**src/rtl/wdg_pkg.sv**
```systemverilog
package wdg_pkg;
  localparam int BUS_W  = 32;
  localparam int ADDR_W = 12;
  localparam int VER_LSB = 16;
  localparam int VER_W   = 4;

  localparam logic [ADDR_W-1:0] ADR_CTRL   = 12'h000;
  localparam logic [ADDR_W-1:0] ADR_OFF_LO = 12'h008;
  localparam logic [ADDR_W-1:0] ADR_OFF_HI = 12'h00C;
  localparam logic [ADDR_W-1:0] ADR_CMP_LO = 12'h010;
  localparam logic [ADDR_W-1:0] ADR_CMP_HI = 12'h014;
  localparam logic [ADDR_W-1:0] ADR_IDENT  = 12'hFCC;
  localparam logic [ADDR_W-1:0] ADR_KICK   = 12'h000;

  typedef enum logic {
    FRAME_CTRL = 1'b0,
    FRAME_KICK = 1'b1
  } frame_e;

  typedef struct packed {
    logic             ctrl_wr;
    logic             kick;
    logic             off_lo_wr;
    logic             off_hi_wr;
    logic             cmp_lo_wr;
    logic             cmp_hi_wr;
    logic [BUS_W-1:0] data;
  } wr_evt_t;

  function automatic logic [BUS_W-1:0] ident_word(input int unsigned ver);
    logic [BUS_W-1:0] w;
    w = '0;
    w[VER_LSB +: VER_W] = VER_W'(ver);
    return w;
  endfunction
endpackage

```
**src/rtl/wdg_busdec.sv**
```systemverilog
module wdg_busdec
  import wdg_pkg::*;
#(
  parameter int VERSION = 1
) (
  input  logic              bus_valid,
  input  logic              bus_write,
  input  logic              bus_frame,
  input  logic [ADDR_W-1:0] bus_addr,
  input  logic [BUS_W-1:0]  bus_wdata,
  output wr_evt_t           evt
);
  localparam logic HAS_HI = (VERSION != 0);

  logic wr_ctrl, wr_kick;
  assign wr_ctrl = bus_valid && bus_write && (frame_e'(bus_frame) == FRAME_CTRL);
  assign wr_kick = bus_valid && bus_write && (frame_e'(bus_frame) == FRAME_KICK);

  always_comb begin
    evt           = '0;
    evt.data      = bus_wdata;
    evt.ctrl_wr   = wr_ctrl && (bus_addr == ADR_CTRL);
    evt.kick      = wr_kick && (bus_addr == ADR_KICK);
    evt.off_lo_wr = wr_ctrl && (bus_addr == ADR_OFF_LO);
    evt.off_hi_wr = HAS_HI && wr_ctrl && (bus_addr == ADR_OFF_HI);
    evt.cmp_lo_wr = wr_ctrl && (bus_addr == ADR_CMP_LO);
    evt.cmp_hi_wr = wr_ctrl && (bus_addr == ADR_CMP_HI);
  end
endmodule

```
**src/rtl/wdg_core.sv**
```systemverilog
module wdg_core
  import wdg_pkg::*;
#(
  parameter int CNT_W = 64,
  parameter int OFF_W = 48
) (
  input  logic             clk,
  input  logic             rst_n,
  input  logic             cold_rst_n,
  input  logic [CNT_W-1:0] sys_count,
  input  wr_evt_t          evt,
  output logic             en_o,
  output logic             ws0_o,
  output logic             ws1_o,
  output logic [OFF_W-1:0] offset_o,
  output logic [CNT_W-1:0] compare_o
);
  localparam int PAD_W = CNT_W - OFF_W;
  localparam int CHI_W = CNT_W - BUS_W;

  logic             en_q, ws0_q, ws1_q;
  logic [OFF_W-1:0] off_q, off_lo_upd, off_nxt;
  logic [CNT_W-1:0] cmp_q, cmp_wr_val, reload, off_ext;
  logic             refresh, cmp_wr, expired, stage1_hit, stage2_hit;

  always_comb begin
    off_lo_upd = off_q;
    if (evt.off_lo_wr) off_lo_upd[BUS_W-1:0] = evt.data;
  end

  generate
    if (OFF_W > BUS_W) begin : g_wide
      always_comb begin
        off_nxt = off_lo_upd;
        if (evt.off_hi_wr) off_nxt[OFF_W-1:BUS_W] = evt.data[OFF_W-BUS_W-1:0];
      end
    end else begin : g_narrow
      assign off_nxt = off_lo_upd;
    end
  endgenerate

  assign off_ext = {{PAD_W{1'b0}}, off_q};
  assign reload  = sys_count + {{PAD_W{1'b0}}, off_nxt};
  assign refresh = evt.ctrl_wr | evt.kick | evt.off_lo_wr | evt.off_hi_wr;
  assign cmp_wr  = evt.cmp_lo_wr | evt.cmp_hi_wr;
  assign expired = en_q && (sys_count >= cmp_q) && !refresh && !cmp_wr;
  assign stage1_hit = expired && !ws0_q;
  assign stage2_hit = expired && ws0_q;

  always_comb begin
    cmp_wr_val = cmp_q;
    if (evt.cmp_lo_wr) cmp_wr_val[BUS_W-1:0] = evt.data;
    if (evt.cmp_hi_wr) cmp_wr_val[CNT_W-1:BUS_W] = evt.data[CHI_W-1:0];
  end

  always_ff @(posedge clk or negedge rst_n) begin
    if (!rst_n) begin
      en_q  <= 1'b0;
      ws0_q <= 1'b0;
      off_q <= '0;
      cmp_q <= '0;
    end else begin
      off_q <= off_nxt;
      if (evt.ctrl_wr) en_q <= evt.data[0];
      if (refresh) begin
        ws0_q <= 1'b0;
        cmp_q <= reload;
      end else if (cmp_wr) begin
        cmp_q <= cmp_wr_val;
      end else if (stage1_hit) begin
        ws0_q <= 1'b1;
        cmp_q <= reload;
      end
    end
  end

  always_ff @(posedge clk or negedge cold_rst_n) begin
    if (!cold_rst_n) ws1_q <= 1'b0;
    else if (stage2_hit) ws1_q <= 1'b1;
  end

  assign en_o      = en_q;
  assign ws0_o     = ws0_q;
  assign ws1_o     = ws1_q;
  assign offset_o  = off_q;
  assign compare_o = cmp_q;

  AST_STAGE2_AFTER_STAGE1: assert property (@(posedge clk) disable iff (!rst_n || !cold_rst_n)
    $rose(ws1_q) |-> $past(ws0_q));
  AST_REFRESH_CLEARS: assert property (@(posedge clk) disable iff (!rst_n)
    refresh |=> !ws0_q);
  AST_IDLE_HOLDS: assert property (@(posedge clk) disable iff (!rst_n || !cold_rst_n)
    (!en_q && !refresh && !cmp_wr) |=> ($stable(ws0_q) && $stable(ws1_q)));
  AST_DEADLINE_WRITE_KEEPS_FLAGS: assert property (@(posedge clk) disable iff (!rst_n || !cold_rst_n)
    (cmp_wr && !refresh) |=> ($stable(ws0_q) && $stable(ws1_q)));
  AST_STAGE1_RELOAD: assert property (@(posedge clk) disable iff (!rst_n)
    $rose(ws0_q) |-> (cmp_q == $past(sys_count) + $past(off_ext)));
  AST_STAGE2_STICKY: assert property (@(posedge clk) disable iff (!cold_rst_n)
    ws1_q |=> ws1_q);
endmodule

```
**src/rtl/wdg_rdmux.sv**
```systemverilog
module wdg_rdmux
  import wdg_pkg::*;
#(
  parameter int VERSION = 1,
  parameter int CNT_W   = 64,
  parameter int OFF_W   = 48
) (
  input  logic              clk,
  input  logic              rst_n,
  input  logic              bus_valid,
  input  logic              bus_write,
  input  logic              bus_frame,
  input  logic [ADDR_W-1:0] bus_addr,
  input  logic              en,
  input  logic              ws0,
  input  logic              ws1,
  input  logic [OFF_W-1:0]  offset,
  input  logic [CNT_W-1:0]  compare,
  output logic              rvalid,
  output logic [BUS_W-1:0]  rdata
);
  localparam logic [BUS_W-1:0] IDENT = ident_word(VERSION);

  logic [BUS_W-1:0] off_hi_word, rd_nxt;
  logic             rd_req;

  generate
    if (OFF_W > BUS_W) begin : g_hi
      assign off_hi_word = BUS_W'(offset[OFF_W-1:BUS_W]);
    end else begin : g_nohi
      assign off_hi_word = '0;
    end
  endgenerate

  assign rd_req = bus_valid && !bus_write;

  always_comb begin
    rd_nxt = '0;
    if (frame_e'(bus_frame) == FRAME_CTRL) begin
      unique case (bus_addr)
        ADR_CTRL:   rd_nxt = {{(BUS_W-3){1'b0}}, ws1, ws0, en};
        ADR_OFF_LO: rd_nxt = offset[BUS_W-1:0];
        ADR_OFF_HI: rd_nxt = off_hi_word;
        ADR_CMP_LO: rd_nxt = compare[BUS_W-1:0];
        ADR_CMP_HI: rd_nxt = BUS_W'(compare[CNT_W-1:BUS_W]);
        ADR_IDENT:  rd_nxt = IDENT;
        default:    rd_nxt = '0;
      endcase
    end else begin
      if (bus_addr == ADR_IDENT) rd_nxt = IDENT;
    end
  end

  always_ff @(posedge clk or negedge rst_n) begin
    if (!rst_n) begin
      rvalid <= 1'b0;
      rdata  <= '0;
    end else begin
      rvalid <= rd_req;
      rdata  <= rd_req ? rd_nxt : '0;
    end
  end

  AST_READ_ONE_CYCLE: assert property (@(posedge clk) disable iff (!rst_n)
    rd_req |=> rvalid);
  AST_IDENT_VERSION: assert property (@(posedge clk) disable iff (!rst_n)
    (rd_req && bus_addr == ADR_IDENT) |=> (rdata[VER_LSB +: VER_W] == VER_W'(VERSION)));
endmodule

```
**src/rtl/wdg_two_stage.sv**
```systemverilog
module wdg_two_stage
  import wdg_pkg::*;
#(
  parameter int VERSION = 1,
  parameter int CNT_W   = 64
) (
  input  logic              clk,
  input  logic              rst_n,
  input  logic              cold_rst_n,
  input  logic [CNT_W-1:0]  sys_count,
  input  logic              bus_valid,
  input  logic              bus_write,
  input  logic              bus_frame,
  input  logic [ADDR_W-1:0] bus_addr,
  input  logic [BUS_W-1:0]  bus_wdata,
  output logic              bus_rvalid,
  output logic [BUS_W-1:0]  bus_rdata,
  output logic              stage1_irq,
  output logic              stage2_rst_req
);
  localparam int OFF_W = (VERSION == 0) ? 32 : 48;

  wr_evt_t          evt;
  logic             en, ws0, ws1;
  logic [OFF_W-1:0] offset;
  logic [CNT_W-1:0] compare;

  wdg_busdec #(.VERSION(VERSION)) u_dec (
    .bus_valid (bus_valid),
    .bus_write (bus_write),
    .bus_frame (bus_frame),
    .bus_addr  (bus_addr),
    .bus_wdata (bus_wdata),
    .evt       (evt)
  );

  wdg_core #(.CNT_W(CNT_W), .OFF_W(OFF_W)) u_core (
    .clk        (clk),
    .rst_n      (rst_n),
    .cold_rst_n (cold_rst_n),
    .sys_count  (sys_count),
    .evt        (evt),
    .en_o       (en),
    .ws0_o      (ws0),
    .ws1_o      (ws1),
    .offset_o   (offset),
    .compare_o  (compare)
  );

  wdg_rdmux #(.VERSION(VERSION), .CNT_W(CNT_W), .OFF_W(OFF_W)) u_rd (
    .clk       (clk),
    .rst_n     (rst_n),
    .bus_valid (bus_valid),
    .bus_write (bus_write),
    .bus_frame (bus_frame),
    .bus_addr  (bus_addr),
    .en        (en),
    .ws0       (ws0),
    .ws1       (ws1),
    .offset    (offset),
    .compare   (compare),
    .rvalid    (bus_rvalid),
    .rdata     (bus_rdata)
  );

  assign stage1_irq     = ws0;
  assign stage2_rst_req = ws1;
endmodule

```
**config.mk**
```make
export PLATFORM = sky130hd
export DESIGN_NAME = wdg_two_stage
export DESIGN_NICKNAME = d
export VERILOG_FILES = /design/src/rtl/wdg_pkg.sv /design/src/rtl/wdg_busdec.sv /design/src/rtl/wdg_core.sv /design/src/rtl/wdg_rdmux.sv /design/src/rtl/wdg_two_stage.sv
export SDC_FILE = /design/constraint.sdc
export NUM_CORES = 1
export LEC_CHECK = 0
export ABC_AREA = 1
export BUFFER_PORTS_ARGS = -buffer_cell sky130_fd_sc_hd__buf_2
export CAP_MARGIN = 20
export CORE_AREA = 2 2 213 215
export DETAILED_ROUTE_END_ITERATION = 12
export DIE_AREA = 0 0 215 217
export PLACE_DENSITY = 0.49
export SETUP_SLACK_MARGIN = 0.4
export SYNTH_ARGS = -nofsm -noshare
export SYNTH_HDL_FRONTEND = slang
export SYNTH_SLANG_ARGS = --single-unit
```
**constraint.sdc**
```tcl
create_clock -name clk -period 2.3 [get_ports clk]
set_input_delay 0.23 -clock clk [delete_from_list [all_inputs] [get_ports clk]]
set_output_delay 0.23 -clock clk [all_outputs]
set_load 0.005 [all_outputs]
```
# Word level (Yosys, flattened, before mapping)
# Cells that the tools add are included.
[totals]
ff_bits = 148
input_bits = 114
out_inout_bits = 35
[op_classes]
addsub = 1
magnitude_cmp = 1
n_eq_ne = 8
n_mux = 14
bitwise_logic = 5
reduce_logical = 25
[op_table]
columns = ["cell", "n"]
rows = [
  ["two-way mux 64 bit", 3],
  ["one-hot mux 32 bit (6 select lines)", 1],
  ["two-way mux 32 bit", 5],
  ["adder 64 x 48 -> 64 bit", 1],
  ["greater-or-equal comparator 64 bit", 1],
  ["equality test 12 x 4 -> 1 bit (second input constant)", 2],
  ["equality test 12 x 5 -> 1 bit (second input constant)", 2],
  ["two-way mux 17 bit", 1],
  ["two-way mux 16 bit", 1],
  ["logical AND 1 bit", 15],
  ["equality test 12 bit (second input constant)", 1],
  ["logical NOT 12 bit", 1],
  ["!= test 3 x 1 -> 1 bit (second input constant)", 2],
  ["AND reduction 2 bit", 3],
  ["logical NOT 1 bit", 4],
  ["OR 1 bit", 4],
  ["two-way mux 1 bit", 3],
  ["nonzero test 3 bit", 1],
  ["!= test 2 x 1 -> 1 bit (second input constant)", 1],
  ["nonzero test 2 bit", 1],
  ["NOT 1 bit", 1],
]

# Logic depth before layout (Yosys ltp)
[depth]
ltp_word = 13
mapped_depth = 25
depth_no_buf = 24

# Hierarchy
# From an unflattened synthesis, not the netlist that was laid out.
[hier_totals]
cells_unflattened = 2415
hier_area_um2 = 14589.0
[modules_own_cells]
columns = ["module", "n_inst", "cells_each", "area_per_inst_um2", "seq_area_each_um2"]
rows = [
  ["wdg_core", 1, 2051, 12155.4, 2877.8],
  ["wdg_rdmux", 1, 300, 2053.2, 825.8],
  ["wdg_busdec", 1, 64, 380.4, 0.0],
]

# Worst setup path after synthesis
# No wires, ideal clock.
[synth_timing]
path_type = "input -> register"
start = "input port bus_addr[1]"
end = "register u_core.cmp_q[56], in the netlist u_core.compare_o[56]"
t_arrival_ns = 3.035
t_required_ns = 2.183
setup_slack_ns = -0.852
cell_stages = 23
n_path_buf = 1
path_cell_list = "nor2_2 nand2_1 nor3_1 nand3_1 clkbuf_1 mux2_2 ha_1 inv_1 fa_1 inv_1 nand3_1 nand2_1 nand2_1 nand2_1 nand2_1 nand3_1 nand3_1 nand3_1 nand2_1 nand2_1 nand2_1 nand3_1 nand2_1"
[synth_lines]
columns = ["element", "line", "text"]
rows = [
  ["start, declared", "wdg_two_stage.sv:14", "input logic [ADDR_W-1:0] bus_addr,"],
  ["equality test 12 x 4 -> 1 bit (*)", "wdg_busdec.sv:24", "evt.off_lo_wr = wr_ctrl && (bus_addr == ADR_OFF_LO);"],
  ["logical AND 1 bit (*)", "wdg_busdec.sv:24", ""],
  ["two-way mux 32 bit (*)", "wdg_core.sv:28", "if (evt.off_lo_wr) off_lo_upd[BUS_W-1:0] = evt.data;"],
  ["net u_core.off_lo_upd[0]", "wdg_core.sv:22", "logic [OFF_W-1:0] off_q, off_lo_upd, off_nxt;"],
  ["adder 64 x 48 -> 64 bit (*)", "wdg_core.sv:43", "assign reload = sys_count + {{PAD_W{1'b0}}, off_nxt};"],
  ["two-way mux 64 bit", "wdg_core.sv:70", "end else if (stage1_hit) begin"],
  ["two-way mux 64 bit", "wdg_core.sv:68", "end else if (cmp_wr) begin"],
  ["two-way mux 64 bit (*)", "wdg_core.sv:65", "if (refresh) begin"],
  ["end signal, assigned", "wdg_core.sv:67", "cmp_q <= reload;"],
  ["end signal, assigned", "wdg_core.sv:69", "cmp_q <= cmp_wr_val;"],
  ["end signal, assigned", "wdg_core.sv:72", "cmp_q <= reload;"],
  ["end, declared", "wdg_core.sv:23", "logic [CNT_W-1:0] cmp_q, cmp_wr_val, reload, off_ext;"],
]
# The timed path passes the listed nets; every way through them passes the cells marked *. The select of a mux whose other input is x is not followed.
# A chain may end at the register's enable or synchronous reset.

# Worst setup path after layout
[layout_timing]
start = "input port bus_addr[1]"
end = "register u_core.cmp_q[60], in the netlist u_core.compare_o[60]"
# Same word-level chain as after synthesis.

==> run_results.csv <==
group,metric,value,unit
sta,fin_crit_sh,1.272,
sta,setup_viol,64,
synth,ys_seq_elements,148,
final_layout,nNetsFinal,3154,
sta,hold_viol_final,0,
job,max_cap_viol_count,0,
grt,grt_usage,0.2989,
min_path,min_from,"bus_wdata[28]",
power_and_ir_drop,power.density,309.7,nW/µm²
sta,setup_tns,-29.95,ns
outcome,status,"finished, violations left",
placed_design,hpwl,55660,µm
synth,syn_area,14030,µm²
synth,ys_seq_area_frac,0.2640,
clock_network,cts_made_buffers,17,
critical_path,r2r_cells,21,
synth,yosysTopAreaCell,"dfrtp_1",
synth,synth-main-ff-cell,"dfrtp_1",
clock_network,root_buffer,"clkbuf_16",
outcome,violations,"negative setup slack",
die,die_area,46660,µm²
power_and_ir_drop,p_leak,12.79,nW
critical_path,critPathTopFamily,"simple AND/OR/NAND/NOR gates",
detailed_routing,ant_nets,0,
die,rows,78,
final_layout,area_delta_synth_final,67.98,%
critical_path,worstReg2RegStart,"u_core.offset_o[16]",
sta,drv_slew,0,
critical_path,crit_top_cell,"nand2_2",
min_path,worstHoldPathType,"input port to flip-flop",
detailed_routing,viasPerCell,4.836,
grt,grt-ovfl-total,0,
min_path,min_to,"u_core.offset_o[28]",
synth,synth.avg_cell_area,6.146,µm²
die,start_util,0.3138,
critical_path,worst_r2r_endpoint,"u_core.compare_o[41]",
critical_path,crit_fanout,6,
detailed_routing,vias,17090,
die,core_area,44700,µm²
detailed_routing,drt_wl_total,70470,µm
critical_path,arrival,3.35,ns
final_layout,fin_util,0.5271,
synth,async_flop_share,1.000,
critical_path,worstSetupStartpointType,"input port",
detailed_routing,drt_iter0_drc,1107,
synth,ys_top_cells_by_area,"dfrtp_1, nand2_1, inv_1",
synth,syn-instance-count,2282,
placed_design,port_buffers,148,
sta,relSlewSlack,0.6376,
critical_path,crit_required,2.73,ns
grt,grt_max_degree,68,
sta,fmax,341.7,MHz
clock_network,cts.sinks,148,
clock_network,htree_levels,4,
sta,worst_slack,-0.6265,ns
critical_path,worst-r2r-setup-slack,-0.30,ns
die,ios,149,
min_path,whs_path_depth,2,
sta,tightest_slew,0.5436,ns
clock_network,clk_pin_slew_worst_paths,0.07,ns
clock_network,cts_buffer_depth,2,
critical_path,path_class,"input port to flip-flop",
grt,grt_pass1_wl,102800,µm
sta,clock_skew,0.01925,ns
grt,antenna_found_initial,1,
synth,yosysWarningCount,0,
die,die_w,215,µm
synth,synth_top_cell_area_share,0.2640,
final_layout,num_antenna_cells,0,
synth,synth_nets,2515,
sta,rsz0062_at_grt,"true",
clock_network,clock_latency,0.50,ns
synth,ys_types,40,
critical_path,endpoint_kind,"flip-flop",
detailed_routing,firstDrtPassIters,4,
critical_path,critPathMaxStageDelay,0.41,ns
placed_design,gp_congestion,0.9855,
synth,synth_edf_count,0,
critical_path,slowest_stage,"fa_2",
power_and_ir_drop,ir_worst_vdd,476.6,µV
critical_path,path_buf_inv,7,
die,die_y,217,µm
sta,min_period,2.926,ns
grt,first_global_vias,16970,
detailed_routing,avgRoutedWirePerCell,19.94,µm
clock_network,cts_tree,"yes",
final_layout,final_layout_size_suffix_gt1_frac,0.4461,
detailed_routing,route.detailed.drc,0,
synth,yosysMostFrequentCell,"nand2_1",
synth,synth_commonest_cells,"nand2_1, inv_1, nor2_1",
sta,holdWs,0.04975,ns
-- placed cells by master, fill, tap and decap left out, types with 53 or more instances in the layout --
| cell type | instances |
|---|---|
| buf_2 | 143 |
| buf_4 | 430 |
| buf_6 | 60 |
| dfrtp_1 | 147 |
| ha_4 | 67 |
| inv_1 | 361 |
| inv_2 | 53 |
| nand2_1 | 676 |
| nand2_2 | 170 |
| nand2_4 | 61 |
| nand3_1 | 96 |
| nor2_1 | 91 |
-- metal layers --
metal,GRT usage,routed length (µm),share of wire
met1,0.3824,30890,0.44
met3,0.06052,4107,0.058
met5,0,11,0.00016
met2,0.4986,33050,0.47
met4,0.1106,2419,0.034
-- kinds of logic after synthesis --
group	count (synthesis)	synth area share
AO/OA/AOI/OAI	181	0.07315
XOR/XNOR	30	0.01873
adder cells (fa/ha/maj)	119	0.1067
buffers and inverters	467	0.1322
flip-flops	148	0.2640
multiplexers	39	0.03131
AND/OR/NAND/NOR	1298	0.3739
-- area by class of cell --
type	instances	area [µm²]
clock buffers	18	429.2
clock inverters	14	153.9
fillers	4480	21140
inverters	423	1613
multi-input cells	1667	11660
flip-flops and latches	148	3705
well taps	600	750.7
repair buffers	664	5245
-- worst max-delay path by stage --
stage / startpoint / endpoint / cells after the start
4_1_cts: bus_addr[1] / u_core.compare_o[21] / 23
2_1_floorplan: bus_addr[1] / u_core.compare_o[56] / 23
6_report: bus_addr[1] / u_core.compare_o[60] / 28
3_5_place_dp: bus_addr[1] / u_core.compare_o[58] / 22
5_1_grt: bus_addr[1] / u_core.compare_o[58] / 27
3_3_place_gp: bus_addr[1] / u_core.compare_o[58] / 22
-- metrics by stage --
stage	setup slack (ns)	power [mW]	cell area, µm²	std cells
floorplan	-0.4388	3.210	14430	2282
global placement	-1.469	3.954	18990	3417
detailed placement	-1.478	3.963	18990	3417
CTS	-0.5208	7.249	22420	3499
global route	-0.7407	7.604	23560	3534
finish	-0.6265	7.296	23560	3534
-- power by group --
| part | switching [mW] | leakage [nW] | internal (mW) |
|---|---|---|---|
| Clock | 1.37 | 0.277 | 1.61 |
| Combinational | 0.948 | 10.5 | 0.754 |
| Sequential | 0.00721 | 2.00 | 2.61 |
-- repair_timing --
action | in CTS | in global routing
pin swaps | 138 | 98
hold endpoints to repair | 49 | 0
hold buffers | 3 | 0
gates resized for setup | 570 | 197
buffers inserted | 41 | 35
endpoints found under the setup margin | 66 | 66
cloned | 6 | 0
-- registers in the layout, indices dropped and copies added (netlist names) --
name and flops:
u_core.compare_o 64, u_core.offset_o 48, u_rd.rdata 32, u_core.en_o 1, u_core.ws0_o 1, u_core.ws1_o 1
u_rd.rvalid 1
Note: power is estimated with default switching activity, not from simulation.
